**config.mk**
```make
export PLATFORM = sky130hd
export DESIGN_NAME = dma_list_seq
export DESIGN_NICKNAME = d
export VERILOG_FILES = /design/src/rtl/dls_pkg.sv /design/src/rtl/dls_ptr.sv /design/src/rtl/dls_cmpl.sv /design/src/rtl/dls_ctrl.sv /design/src/rtl/dma_list_seq.sv
export SDC_FILE = /design/constraint.sdc
export NUM_CORES = 1
export LEC_CHECK = 0
export BUFFER_PORTS_ARGS = -buffer_cell sky130_fd_sc_hd__buf_2
export CELL_PAD_IN_SITES_DETAIL_PLACEMENT = 0
export CELL_PAD_IN_SITES_GLOBAL_PLACEMENT = 1
export CORE_ASPECT_RATIO = 1.1
export CORE_UTILIZATION = 30
export DETAILED_ROUTE_END_ITERATION = 7
export PLACE_DENSITY_LB_ADDON = 0.1
export SLEW_MARGIN = 10
export SYNTH_ARGS = -nofsm -noshare
export SYNTH_HDL_FRONTEND = slang
export SYNTH_SLANG_ARGS = --single-unit
```
**constraint.sdc**
```tcl
create_clock -name clk -period 3.5 [get_ports clk]
set_input_delay 1.05 -clock clk [delete_from_list [all_inputs] [get_ports clk]]
set_output_delay 1.05 -clock clk [all_outputs]
set_load 0.005 [all_outputs]
```
**src/rtl/dls_pkg.sv**
```systemverilog
package dls_pkg;

   localparam int ENTRY_W  = 64;
   localparam int SIZE_W   = 15;
   localparam int LOW_W    = 32;
   localparam int MAX_XFER = 16384;

   typedef struct packed {
      logic              halt;
      logic [15:0]       unused;
      logic [SIZE_W-1:0] size;
      logic [LOW_W-1:0]  low_addr;
   } list_entry_t;

   typedef enum logic [2:0] {
      ST_IDLE,
      ST_FETCH,
      ST_WAIT,
      ST_ISSUE,
      ST_HALT,
      ST_DRAIN
   } seq_state_e;

endpackage

```
**src/rtl/dls_ptr.sv**
```systemverilog
module dls_ptr
   import dls_pkg::*;
#(
   parameter int LA_W    = 18,
   parameter int LIST_AW = 18,
   parameter int CNT_W   = 12
) (
   input  logic               clk,
   input  logic               rst_n,
   input  logic               load,
   input  logic [LIST_AW-1:0] base,
   input  logic [LA_W-1:0]    start_la,
   input  logic               step,
   input  logic [SIZE_W-1:0]  step_size,
   output logic [LA_W-1:0]    local_addr,
   output logic [LIST_AW-1:0] entry_addr,
   output logic [CNT_W-1:0]   index
);

   localparam int STRIDE = ENTRY_W / 8;

   logic [LA_W-1:0] size_ext;

   generate
      if (LA_W >= SIZE_W) begin : g_zext
         assign size_ext = {{(LA_W-SIZE_W){1'b0}}, step_size};
      end else begin : g_trunc
         assign size_ext = step_size[LA_W-1:0];
      end
   endgenerate

   always_ff @(posedge clk) begin
      if (!rst_n) begin
         local_addr <= '0;
         entry_addr <= '0;
         index      <= '0;
      end else if (load) begin
         local_addr <= start_la;
         entry_addr <= base;
         index      <= '0;
      end else if (step) begin
         local_addr <= local_addr + size_ext;
         entry_addr <= entry_addr + LIST_AW'(STRIDE);
         index      <= index + 1'b1;
      end
   end

endmodule

```
**src/rtl/dls_cmpl.sv**
```systemverilog
module dls_cmpl #(
   parameter int CNT_W = 12
) (
   input  logic             clk,
   input  logic             rst_n,
   input  logic             clear,
   input  logic             active,
   input  logic             done_in,
   input  logic [CNT_W-1:0] target,
   output logic             all_done
);

   logic [CNT_W-1:0] seen_q;

   always_ff @(posedge clk) begin
      if (!rst_n || clear)
         seen_q <= '0;
      else if (active && done_in)
         seen_q <= seen_q + 1'b1;
   end

   assign all_done = (seen_q == target);

endmodule

```
**src/rtl/dls_ctrl.sv**
```systemverilog
module dls_ctrl
   import dls_pkg::*;
(
   input  logic       clk,
   input  logic       rst_n,
   input  logic       cmd_fire,
   input  logic       list_empty,
   input  logic       mem_rvalid,
   input  logic       xfer_ready,
   input  logic       entry_halt,
   input  logic       entry_last,
   input  logic       at_end,
   input  logic       stall_ack,
   input  logic       all_done,
   output seq_state_e state_q,
   output logic       load,
   output logic       step,
   output logic       capture,
   output logic       mem_req,
   output logic       xfer_valid,
   output logic       stall_evt,
   output logic       list_done
);

   seq_state_e state_d;

   always_comb begin
      state_d = state_q;
      unique case (state_q)
         ST_IDLE:  if (cmd_fire) state_d = list_empty ? ST_DRAIN : ST_FETCH;
         ST_FETCH: state_d = ST_WAIT;
         ST_WAIT:  if (mem_rvalid) state_d = ST_ISSUE;
         ST_ISSUE: begin
            if (xfer_ready) begin
               if (entry_halt)      state_d = ST_HALT;
               else if (entry_last) state_d = ST_DRAIN;
               else                 state_d = ST_FETCH;
            end
         end
         ST_HALT:  if (stall_ack) state_d = at_end ? ST_DRAIN : ST_FETCH;
         ST_DRAIN: if (all_done) state_d = ST_IDLE;
         default:  state_d = ST_IDLE;
      endcase
   end

   always_ff @(posedge clk) begin
      if (!rst_n) state_q <= ST_IDLE;
      else        state_q <= state_d;
   end

   assign load       = (state_q == ST_IDLE) && cmd_fire;
   assign step       = (state_q == ST_ISSUE) && xfer_ready;
   assign capture    = (state_q == ST_WAIT) && mem_rvalid;
   assign mem_req    = (state_q == ST_FETCH);
   assign xfer_valid = (state_q == ST_ISSUE);
   assign stall_evt  = (state_q == ST_HALT);
   assign list_done  = (state_q == ST_DRAIN) && all_done;

endmodule

```
**src/rtl/dma_list_seq.sv**
```systemverilog
module dma_list_seq
   import dls_pkg::*;
#(
   parameter int  LA_W      = 18,
   parameter int  LIST_AW   = 18,
   parameter int  TAG_W     = 5,
   parameter int  MAX_ELEMS = 2048,
   localparam int LEN_W     = $clog2(MAX_ELEMS * 8) + 1
) (
   input  logic               clk,
   input  logic               rst_n,
   input  logic               cmd_valid,
   output logic               cmd_ready,
   input  logic               cmd_dir,
   input  logic [LA_W-1:0]    cmd_local_addr,
   input  logic [31:0]        cmd_ext_hi,
   input  logic [LIST_AW-1:0] cmd_list_base,
   input  logic [LEN_W-1:0]   cmd_list_bytes,
   input  logic [TAG_W-1:0]   cmd_tag,
   output logic               mem_req,
   output logic [LIST_AW-1:0] mem_addr,
   input  logic               mem_rvalid,
   input  logic [63:0]        mem_rdata,
   output logic               xfer_valid,
   input  logic               xfer_ready,
   output logic               xfer_dir,
   output logic [LA_W-1:0]    xfer_local_addr,
   output logic [63:0]        xfer_ext_addr,
   output logic [14:0]        xfer_size,
   output logic [TAG_W-1:0]   xfer_tag,
   input  logic               xfer_done,
   output logic               stall_evt,
   input  logic               stall_ack,
   output logic               list_done,
   output logic [TAG_W-1:0]   done_tag
);

   localparam int CNT_W = LEN_W - 3;

   generate
      if (MAX_ELEMS < 1) begin : g_bad_depth
         $error("MAX_ELEMS must be at least 1");
      end
      if (TAG_W < 1 || TAG_W > 16) begin : g_bad_tag
         $error("TAG_W out of range");
      end
      if (LIST_AW < 4) begin : g_bad_aw
         $error("LIST_AW too narrow for 8-byte entries");
      end
   endgenerate

   seq_state_e       state_q;
   logic             load, step, capture, all_done;
   logic             dir_q;
   logic [31:0]      hi_q;
   logic [TAG_W-1:0] tag_q;
   logic [CNT_W-1:0] count_q;
   logic [CNT_W-1:0] index;
   list_entry_t      entry_q;
   logic [CNT_W-1:0] list_count;
   logic             cmd_fire;

   assign cmd_ready  = (state_q == ST_IDLE);
   assign cmd_fire   = cmd_valid && cmd_ready;
   assign list_count = cmd_list_bytes[LEN_W-1:3];

   always_ff @(posedge clk) begin
      if (!rst_n) begin
         dir_q   <= 1'b0;
         hi_q    <= '0;
         tag_q   <= '0;
         count_q <= '0;
      end else if (load) begin
         dir_q   <= cmd_dir;
         hi_q    <= cmd_ext_hi;
         tag_q   <= cmd_tag;
         count_q <= list_count;
      end
   end

   always_ff @(posedge clk) begin
      if (!rst_n)       entry_q <= '0;
      else if (capture) entry_q <= list_entry_t'(mem_rdata);
   end

   dls_ctrl u_ctrl (
      .clk        (clk),
      .rst_n      (rst_n),
      .cmd_fire   (cmd_fire),
      .list_empty (list_count == '0),
      .mem_rvalid (mem_rvalid),
      .xfer_ready (xfer_ready),
      .entry_halt (entry_q.halt),
      .entry_last (index + 1'b1 == count_q),
      .at_end     (index == count_q),
      .stall_ack  (stall_ack),
      .all_done   (all_done),
      .state_q    (state_q),
      .load       (load),
      .step       (step),
      .capture    (capture),
      .mem_req    (mem_req),
      .xfer_valid (xfer_valid),
      .stall_evt  (stall_evt),
      .list_done  (list_done)
   );

   dls_ptr #(
      .LA_W    (LA_W),
      .LIST_AW (LIST_AW),
      .CNT_W   (CNT_W)
   ) u_ptr (
      .clk        (clk),
      .rst_n      (rst_n),
      .load       (load),
      .base       (cmd_list_base),
      .start_la   (cmd_local_addr),
      .step       (step),
      .step_size  (entry_q.size),
      .local_addr (xfer_local_addr),
      .entry_addr (mem_addr),
      .index      (index)
   );

   dls_cmpl #(
      .CNT_W (CNT_W)
   ) u_cmpl (
      .clk      (clk),
      .rst_n    (rst_n),
      .clear    (load),
      .active   (state_q != ST_IDLE),
      .done_in  (xfer_done),
      .target   (count_q),
      .all_done (all_done)
   );

   assign xfer_dir      = dir_q;
   assign xfer_tag      = tag_q;
   assign xfer_ext_addr = {hi_q, entry_q.low_addr};
   assign xfer_size     = entry_q.size;
   assign done_tag      = tag_q;

endmodule

```
Word-level counts from Yosys, hierarchy flattened --
Index checks and enable logic that the tools add are counted.
Storage, ports and cells: flip-flop bits (word level) 161, bits of input ports 160, logic and storage cells 58
Operators by class: add/sub/neg operators 4, equal/unequal tests 13, muxes and demuxes 14, bitwise logic cells 1, reductions and logical operators 14
Operators by type and width (number):
- 18-bit 2-to-1 mux | 4
- 12-bit == test | 3
- 3-bit 2-to-1 mux | 9
- 12-bit by 1-bit adder with 12-bit output (second input constant) | 2
- 18-bit by 15-bit adder with 18-bit output | 1
- 18-bit by 4-bit adder with 18-bit output (second input constant) | 1
- 3-bit case mux with 6 select lines | 1
- 12-bit zero test | 1
- 2-bit by 1-bit != test with 1-bit output (second input constant) | 4
- 3-bit by 2-bit == test with 1-bit output (second input constant) | 2
- 3-bit == test (second input constant) | 2
- 1-bit logical AND | 6
- 5-bit AND reduction | 1
- 3-bit by 1-bit == test with 1-bit output (second input constant) | 1
- 3-bit zero test | 1
- 3-bit nonzero test | 1
- 2-bit != test (second input constant) | 1
- 2-bit nonzero test | 1
- 2-bit OR reduction | 1
- 1-bit zero test | 1
- 1-bit logical OR | 1
- 1-bit NOT | 1

Logic depth before layout (Yosys ltp) --
Gate-level depths: netlist of the first run.
depth in word-level cells 6, gate-level depth with buffers 8, mapped depth without buffers 8

Cells and area by module --
From an unflattened synthesis of the first run, not the netlist that was laid out.
Unflattened totals: cell total of the unflattened synthesis 936, area, all modules 8578.2 µm²
Modules (own cells, without submodules):
- dma_list_seq | times used 1, cells an instance 439, area an instance 4538.1 µm², sequential area each 1961.9 µm²
- dls_ptr | times used 1, cells an instance 376, area an instance 3052.9 µm², sequential area each 960.9 µm²
- dls_cmpl | times used 1, cells an instance 83, area an instance 705.7 µm², sequential area each 240.2 µm²
- dls_ctrl | times used 1, cells an instance 38, area an instance 281.5 µm², sequential area each 60.1 µm²

Worst setup path before layout of the first run --
OpenSTA, ideal clock, no wires.
path type register to register, from register u_ptr.local_addr[0], to register u_ptr.local_addr[14], library setup time 0.133 ns, arrival time 2.155 ns, data required time 3.367 ns, slack 1.212 ns, stages on the path, launching flop included 9, buffers on the path 0, period minus slack after synthesis 2.288 ns, path through dfxtp_1 ha_1 fa_1 a211oi_1 o21ai_0 a221o_1 a31oi_1 xor2_1 a21oi_1
Between the ends: word-level cells in the longest chain between the ends 3
RTL lines:
- from (decl) | RTL line dls_ptr.sv:15 | output logic [LA_W-1:0] local_addr,
- from (signal assigned) | RTL line dls_ptr.sv:38 | local_addr <= start_la;
- from (signal assigned) | RTL line dls_ptr.sv:42 | local_addr <= local_addr + size_ext;
- 18-bit by 15-bit adder with 18-bit output | RTL line dls_ptr.sv:42
- 18-bit 2-to-1 mux | RTL line dls_ptr.sv:41 | end else if (step) begin
- 18-bit 2-to-1 mux | RTL line dls_ptr.sv:37 | end else if (load) begin
No other way between the ends. The select of a mux whose other input is x is not followed. A chain may end at the register's enable or synchronous reset.

Final worst setup path of the first run --
from register count_q[5], to output port list_done
Between the ends: word-level cells in the longest chain between the ends 2
RTL lines:
- from (decl) | RTL line dma_list_seq.sv:57 | logic [CNT_W-1:0] count_q;
- from (signal assigned) | RTL line dma_list_seq.sv:77 | count_q <= list_count;
- 12-bit == test | RTL line dls_cmpl.sv:22 | assign all_done = (seen_q == target);
- 1-bit logical AND | RTL line dls_ctrl.sv:57 | assign list_done = (state_q == ST_DRAIN) && all_done;
- to (decl) | RTL line dma_list_seq.sv:34 | output logic list_done,
No other way between the ends.

==> flow_summary.yaml, run 1 <==
pwr:
  sequentialPowerShare_pct: 42.3
  internal-power_mw: 3.44
  ir_drop_mv: 0.236
  power_density_nw_per_um2: 522
  p_sw_share_pct: 31.9
  total_power_mw: 5.05
  leakage_nw: 4.18
  switching_power_mw: 1.61
  p_clk_share_pct: 38.2
  pwr-share-comb_pct: 19.5
clocking:
  insertion_delay_ns: 0.44
  clockRootBuffer: "clkbuf_16"
  cts_buffer_depth: 2
  htreeDepth: 4
  clock-sinks: 161
  cts_hold_buf: 0
  cts_buffers: 17
  cts_tree: "done"
  postCtsSetupRepairBufs: 0
  postCtsResizedCells: 0
  cts.clk_slew.worst_paths_ns: 0.07
finish:
  final_layout_size_suffix_gt1_share_pct: 27.5
  multiInputGateArea_sq_um: 3920
  ff_latch_area_sq_um: 3220
  fin_nets: 1353
  final_cells: 1499
  fin_area_sq_um: 9670
  utilization_pct: 39.6
  syn_to_final_growth_pct: 30.0
  fillers: 2661
hold_path:
  worstHoldPathType: "flip-flop to flip-flop"
synth:
  ys_types: 54
  syn_area_per_cell_sq_um: 7.91
  synthCells: 940
  synth_area_leaders: "dfxtp_1, nand2_1, a21oi_1, xnor2_1, xor2_1"
  synth-edff-count: 0
  yosysWarningCount: 0
  ys_seq_elements: 161
  async_reset_ff_share_pct: 0
  syn_nets: 1119
  syn-cell-area_sq_um: 7440
  synth_top_area_share_pct: 43.3
  ys_seq_area_share_pct: 43.3
  synth_largest_area_cell: "dfxtp_1"
  synth_ff_type: "dfxtp_1"
placement:
  gp_congestion: 0.818
  dp_slack_ns: 0.810
  port_buffers: 271
  place_area_sq_um: 9040
  dp_cells: 1465
  dp_hpwl_microns: 17600
worst_setup_path:
  endpoint_kind: "output pin"
  cpPeakStageDelay_ns: 0.51
  arrival_ns: 1.80
  crit_slowest_cell: "dfxtp_1"
  path_max_fanout: 6
  crit_type: "flip-flop to output pin"
  crit_chain: "xnor2_1 -> nand4_1 -> nor3_1 -> nor3b_1 -> buf_2"
  worstSetupStartpointType: "flip-flop"
  critPathRequiredTime_ns: 2.45
route:
  num_vias: 7186
  antenna_left: 0
  wire_per_inst_microns: 16.4
  wl_met3_microns: 1340
  route.met2.wl_microns: 11900
  viasPerCell: 4.79
  drc_errors: 6
  wirelength_met1_microns: 10900
  drt-total-wl_microns: 24500
  dr.pass1.iters: 8
  highest_layer: "met5"
  drt_iter0_drc: 277
floorplanning:
  num_rows: 60
  boundaryPins: 291
  initial_core_util_pct: 30.5
  die-area_sq_um: 25400
  core_sq_um: 24400
  fp.dieW_microns: 152
  fp.dieH_microns: 167
sta:
  relSlewSlack_pct: 43.4
  rsz0062_at_grt: "false"
  finalCriticalPeriod_ns: 2.85
  slew_viol_final: 0
  worst_pin_slew_ns: 0.849
  fin_crit_sh_pct: 81.4
  setup_viol: 0
  setup_slack_ns: 0.652
  setup_tns_ns: 0
  fmax_ghz: 0.351
  timing.hold.ws_ns: 0.452
  hold_viol_final: 0
  clock_skew_ns: 0.0149
run_status:
  violations: "DRC"
  status: "finished with violations"
job:
  maxCapViolCount: 0
grt:
  antenna_found_initial: 4
  grt_pass1_vias: 6975
  grt_util_all_layers_pct: 19.4
  grt_pass1_wl_microns: 38800
  grt_max_degree: 71
  overflow: 0
layer usage:
layer / vias up / global-route usage [%]
met5: - / 0
met4: 4 / 5.41
met3: 27 / 5.64
met2: 136 / 32.9
met1: 3306 / 23.8
li1: 3713 / -
synthesized netlist by cell type (all sizes together), types with 6 or more instances:
cell type,n
xor2,34
o21ai,29
a211oi,17
nand3,16
ha,18
xnor2,35
o221ai,7
dfxtp,161
nor3,14
nor2,50
clkbuf,54
a21oi,135
a311oi,10
buf,16
a21o,6
and3,10
nand2,241
nand4,15
nor4,6
sequential cells by signal, summed over array words and instances, names as in the netlist:
| name | count |
|---|---|
| entry_q | 1 |
| u_ptr.local_addr | 18 |
| count_q | 12 |
| u_ctrl.state_q | 3 |
| u_cmpl.seen_q | 12 |
| xfer_dir | 1 |
| u_ptr.entry_addr | 18 |
| u_ptr.index | 12 |
| xfer_size | 15 |
| xfer_ext_addr | 32 |
| hi_q | 32 |
| done_tag | 5 |
power groups by stage:
stage	logic [mW]	clock network [mW]	registers [mW]
floorplan	0.574	0	2.15
global placement	1.00	0	2.18
detailed placement	1.00	0	2.18
CTS	1.01	1.99	2.14
global route	1.11	2.07	2.16
finish	0.983	1.93	2.14
cells in the final DEF, fill, tap and decap left out, types with 4 or more instances in the layout:
cell       count
clkbuf_16     17
a211oi_1      17
ha_1          18
clkinv_8       5
a22oi_1        4
buf_2        271
a21o_1         6
nor3_1        14
o221ai_1       7
dfxtp_1      161
nor4_1         6
nor2_1        50
a311oi_1      10
o21ai_0       29
and3_1         7
nand4_1       15
nand3_1       14
xnor2_1       35
nand2_1      240
inv_1          5
a21oi_1      135
xor2_1        34
o31ai_1        5
buf_4         12
final timing paths:
kind         depth (start not counted)  slack [ns]                    to                 from
max                                  5        0.65             list_done           count_q[5]
min                                  2        0.45     xfer_ext_addr[21]    xfer_ext_addr[21]
max reg2reg                          8        0.93  u_ptr.local_addr[14]  u_ptr.local_addr[0]
min reg2reg                          2        0.45     xfer_ext_addr[21]    xfer_ext_addr[21]
cells by family after synthesis:
family          share of synthesized area (%)
mux                                     0.404
compound gates                           19.0
xor+xnor                                 8.12
flops                                    43.3
buf+inv                                  4.20
simple gates                             21.7
fa+ha+maj                                3.30
critical path, delay by kind of cell, from the launching register on:
family        cells  cell delay (ns)
simple gates      3             0.56
xor+xnor          1             0.16
flops             1             0.51
buf+inv           1             0.14
cell type report:
cell class,count,share of cell area (%)
Inverter,6,0.259
Antenna cell,2,0.0518
Clock buffer,17,4.40
Sequential cell,161,33.3
Multi-Input combinational cell,703,40.5
Timing Repair Buffer,285,15.4
Tap cell,310,4.01
Clock inverter,15,2.03
Power figures use the tool's default switching activity.
==> run 2, diff against run 1 <==
ABC_AREA = 1   (was unset)
clock period = 2.6 ns   (was 3.5 ns; I/O delays follow)
==> run 2 against run 1 <==
- the flow finishes with violations (setup timing)
- global-route usage is essentially flat
- combinational power rose to 3.2 times the previous value
- non-clock buffer count rose by 2
- total power rose by 80%
- die area up 6.8%
- critical endpoint unchanged
==> flow_summary.yaml, run 2 <==
synth:
  yosys-top-cells-count: "nand2_1, dfxtp_1, inv_1"
  ys_seq_area_share_pct: 40.5
  synthCells: 1123
  syn_area_per_cell_sq_um: 7.08
  ys_seq_elements: 161
  synth_ff_type: "dfxtp_1"
  synth.most_common_cell: "nand2_1"
  synth_largest_area_cell: "dfxtp_1"
  yosysWarningCount: 0
  ys_types: 45
  syn-cell-area_sq_um: 7950
  synth_area_leaders: "dfxtp_1, o21ai_0, nand2_1, a21oi_1, inv_1"
  synth_top_area_share_pct: 40.5
  synth-edff-count: 0
  async_reset_ff_share_pct: 0
  syn_nets: 1302
floorplanning:
  initial_core_util_pct: 30.5
  fp.dieH_microns: 173
  boundaryPins: 291
  num_rows: 62
  die-area_sq_um: 27200
  fp.dieW_microns: 157
  core_sq_um: 26100
worst_setup_path:
  ff2ff_setup_slack_ns: 0.37
  cp.buffers_inverters: 1
  crit_top_cell: "nor4_2"
  worstSetupStartpointType: "flip-flop"
  critPathRequiredTime_ns: 1.82
  crit_slowest_cell: "dfxtp_2"
  path_max_fanout: 6
  crit_type: "flip-flop to output pin"
  crit_family: "simple AND/OR/NAND/NOR gates"
  arrival_ns: 1.84
  crit_chain: "xor2_1 -> nor4_2 -> nand3_1 -> nor4_2 -> buf_2"
  endpoint_kind: "output pin"
  cpPeakStageDelay_ns: 0.36
sta:
  clock_skew_ns: 0.0139
  rsz0062_at_grt: "true"
  hold_viol_final: 0
  fmax_ghz: 0.382
  setup_slack_ns: -0.0178
  worst_pin_slew_ns: 0.685
  relSlewSlack_pct: 54.3
  fin_crit_sh_pct: 101
  setup_viol: 1
  finalCriticalPeriod_ns: 2.62
  slew_viol_final: 0
  timing.hold.ws_ns: 0.441
placement:
  gp_congestion: 0.799
  place_area_sq_um: 9600
  dp_hpwl_microns: 18900
  dp_slack_ns: 0.249
  port_buffers: 271
run_status:
  status: "finished with violations"
  violations: "setup timing"
route:
  num_vias: 8001
  drc_errors: 0
  viasPerCell: 4.60
  drt-total-wl_microns: 25700
  wire_per_inst_microns: 14.8
  dr.pass1.iters: 4
  drt_iter0_drc: 369
  antenna_left: 0
pwr:
  p_clk_share_pct: 27.2
  sequentialPowerShare_pct: 38.0
  ir_drop_mv: 0.308
  switching_power_mw: 3.53
  pwr-share-comb_pct: 34.8
  internal-power_mw: 5.54
  p_sw_share_pct: 38.9
  leakage_nw: 4.85
  power_density_nw_per_um2: 889
grt:
  grt_max_degree: 79
  grt_util_all_layers_pct: 19.4
  overflow: 0
  grt_pass1_vias: 7551
  grt_pass1_wl_microns: 41000
  antenna_found_initial: 2
clocking:
  htreeDepth: 4
  cts_hold_buf: 0
  cts_buffer_depth: 2
  insertion_delay_ns: 0.44
  cts_buffers: 17
  cts_tree: "done"
  cts.clk_slew.worst_paths_ns: 0.08
  clock-sinks: 161
  clockRootBuffer: "clkbuf_16"
finish:
  final_layout_size_suffix_gt1_share_pct: 25.6
  syn_to_final_growth_pct: 28.4
  mostFrequentLayoutCells: "buf_2, nand2_1, dfxtp_1"
  fin_area_sq_um: 10200
  layout_commonest_cell: "buf_2"
  fin_nets: 1552
  utilization_pct: 39.2
job:
  maxCapViolCount: 0
hold_path:
  worstHoldPathType: "flip-flop to flip-flop"
[run 2: repair_timing]
item                                    4_1_cts  5_1_grt
pin swaps                                     2        2
gates resized for setup                       3        1
endpoints found under the setup margin        1        1
buffers inserted                              1        2
hold endpoints to repair                      0        0
[run 2: final timing paths]
path / startpoint / end / cells past startpoint
setup / recovery: u_cmpl.seen_q[3] / list_done / 5
hold / removal: xfer_ext_addr[0] / xfer_ext_addr[0] / 2
setup reg to reg: xfer_size[0] / u_ptr.local_addr[16] / 12
hold reg to reg: xfer_ext_addr[0] / xfer_ext_addr[0] / 2
[run 2: cell families (layout without fill, tap and decap cells)]
logic type	after synthesis	after routing	share of synthesized area (%)
AOI/OAI and AO/OA	313	313	21.1
xor gates and xnor gates	21	21	2.31
adders and majority gates	19	19	3.08
and+or+nand+nor	402	402	22.2
other	0	2	0
buffers and inverters	207	470	10.8
DFF	161	161	40.5
[run 2: layer usage]
metal,global-route usage [%],up-vias,part of all wire [%]
met4,5.34,0,1.7
li1,-,4194,-
met3,4.31,31,4.1
met5,0,-,0
met2,33.9,154,50
met1,23.6,3622,44
[run 2: power groups by stage]
stage	clock network, mW	registers [mW]	logic (mW)
6_report	2.47	3.44	3.16
5_1_grt	2.66	3.52	3.60
4_1_cts	2.56	3.45	3.21
3_5_place_dp	0	3.49	3.18
3_3_place_gp	0	3.49	3.18
2_1_floorplan	0	3.45	2.01
[run 2: cell type report]
class                      count  area, sq um
clock buffer                  19          443
fill                        2896        15900
tap                          352          440
clock inverter                13          118
timing repair buffer         287         1520
antenna                        2         5.00
sequential                   161         3230
inverter                     151          571
multi-input combinational    755         3890
[run 2: tightest hold or removal path, delay by kind of cell, from the launching register on]
kind / cells / cell delay [ns]
DFF: 1 / 0.31
AOI/OAI and AO/OA: 1 / 0.05
buffers and inverters: 1 / 0.04
[run 2: stage by stage]
step / cells / total power [mW] / setup TNS [ns]
6_report: 1740 / 9.07 / -0.0178
5_1_grt: 1739 / 9.78 / -0.182
4_1_cts: 1736 / 9.22 / -0.0697
3_5_place_dp: 1703 / 6.67 / 0
3_3_place_gp: 1703 / 6.66 / 0
2_1_floorplan: 1123 / 5.46 / 0
==> run 3, diff against run 2 <==
CORE_MARGIN = 4   (was unset)
==> run 3 against run 2 <==
- the run now ends clean
- sequential share of layout area increased by 0.090 points
- setup slack improved by 0.045 ns
- register-to-register slack got worse by 0.03 ns
- first-iteration DRC count increased by 1.4%
- clock-buffer cell count unchanged
- sequential power about the same
- clock power about the same
- combinational power about the same
- die area increased by 7.4%
- cell count decreased by 0.23%
- critical path type unchanged
- largest cell class unchanged
==> flow_summary.yaml, run 3 (synthesized netlist as in run 2, its figures left out) <==
run_status:
  status: "finished, final reports clean"
pwr:
  leakage_nw: 4.84
  power_density_nw_per_um2: 887
  ir_drop_mv: 0.438
finish:
  mostFrequentLayoutCells: "buf_2, nand2_1, dfxtp_1"
  syn_to_final_growth_pct: 28.0
  ff_latch_area_sq_um: 3230
  fin_area_sq_um: 10200
  layout_commonest_cell: "buf_2"
  fillers: 2911
  fin_nets: 1549
  utilization_pct: 38.9
  final_layout_size_suffix_gt1_share_pct: 25.5
  multiInputGateArea_sq_um: 3890
worst_setup_path:
  arrival_ns: 1.79
  critPathRequiredTime_ns: 1.82
  path_max_fanout: 4
  worstSetupStartpointType: "flip-flop"
  r2r_cells: 12
  endpoint_kind: "output pin"
  crit_type: "flip-flop to output pin"
sta:
  worst_pin_slew_ns: 0.677
  finalCriticalPeriod_ns: 2.57
  fmax_ghz: 0.389
  clock_skew_ns: 0.0162
  fin_crit_sh_pct: 99.0
  relSlewSlack_pct: 54.8
  slew_viol_final: 0
  setup_viol: 0
  rsz0062_at_grt: "true"
  hold_viol_final: 0
hold_path:
  worstHoldPathType: "flip-flop to flip-flop"
  min_delay_path_depth: 2
clocking:
  insertion_delay_ns: 0.43
  cts_tree: "done"
  htreeDepth: 4
  cts_buffer_depth: 2
  cts.clk_slew.worst_paths_ns: 0.07
  postCtsSetupRepairBufs: 0
  clock-sinks: 161
  cts_buffers: 17
  clockRootBuffer: "clkbuf_16"
route:
  drc_errors: 0
  drt_iter0_drc: 374
  antenna_left: 0
  wire_per_inst_microns: 15.2
  dr.pass1.iters: 4
  num_vias: 7980
  drt-total-wl_microns: 26400
  viasPerCell: 4.60
grt:
  overflow: 0
  grt_util_all_layers_pct: 17.6
  antenna_found_initial: 2
  grt_pass1_wl_microns: 40900
  grt_pass1_vias: 7597
  grt_max_degree: 95
placement:
  place_area_sq_um: 9600
  port_buffers: 271
  dp_hpwl_microns: 19800
  gp_congestion: 0.809
job:
  maxCapViolCount: 0
floorplanning:
  fp.dieH_microns: 179
  num_rows: 62
  die-area_sq_um: 29200
  initial_core_util_pct: 30.4
  core_sq_um: 26100
  boundaryPins: 291
  fp.dieW_microns: 163
-- run 3: cell types whose count changed in the layout (fill, tap and decap cells not counted) --
cell,previous run,this run
buf_4,14,11
clkinvlp_4,2,1
dfxtp_1,159,158
dfxtp_2,2,3
diode_2,2,1
inv_6,4,6
inv_8,4,3
-- run 3: area by class of cell --
type | instances | area share [%]
sequential | 161 | 31.7
inverter | 151 | 5.60
antenna | 1 | 0.0246
timing repair buffer | 284 | 14.7
clock inverter | 13 | 1.14
clock buffer | 19 | 4.35
multi-input combinational | 755 | 38.2
tap | 352 | 4.33
-- run 3: report_power, final --
part / leakage, nW / switching, mW / internal (mW)
Combinational: 3.24 / 1.91 / 1.22
Clock: 0.276 / 1.16 / 1.29
Sequential: 1.32 / 0.427 / 3.02
-- run 3: worst max-delay path: stages (launching register included) --
cell and delay [ns]:
dfxtp_1 0.36, xor2_1 0.16, nor4_2 0.30, nand3_1 0.19
nor4_1 0.18, buf_2 0.17
-- run 3: repair_timing --
| action | 4_1_cts | 5_1_grt |
|---|---|---|
| resized for setup | 4 | 1 |
| pin swaps | 2 | 1 |
| endpoints found under the setup margin | 1 | 1 |
| hold buffers | 0 | 0 |
-- run 3: per-layer routing --
metal / GRT usage (%) / part of all wire, % / up-vias
li1: - / - / 4178
met1: 21.6 / 43 / 3621
met2: 31.6 / 51 / 158
met3: 3.70 / 4.7 / 21
met4: 4.30 / 1.1 / 2
met5: 0 / 0.026 / -
-- run 3: worst paths after layout --
check	from	slack, ns	end
max	u_cmpl.seen_q[2]	0.03	list_done
min	xfer_ext_addr[12]	0.44	xfer_ext_addr[12]
max reg2reg	xfer_size[0]	0.34	u_ptr.local_addr[16]
min reg2reg	xfer_ext_addr[12]	0.44	xfer_ext_addr[12]
-- run 3: per-stage QoR --
| stage | total power [mW] | setup TNS (ns) | worst slack [ns] | hold WS (ns) | instances |
|---|---|---|---|---|---|
| final | 9.03 | 0 | 0.0270 | 0.440 | 1736 |
| after floorplan | 5.46 | 0 | 0.644 | 0.440 | 1123 |
| after detailed placement | 6.68 | 0 | 0.307 | 0.432 | 1703 |
| after CTS | 9.21 | -0.0346 | -0.0346 | 0.442 | 1735 |
| after global routing | 9.74 | -0.0669 | -0.0669 | 0.463 | 1736 |
| after global placement | 6.67 | 0 | 0.254 | 0.430 | 1703 |
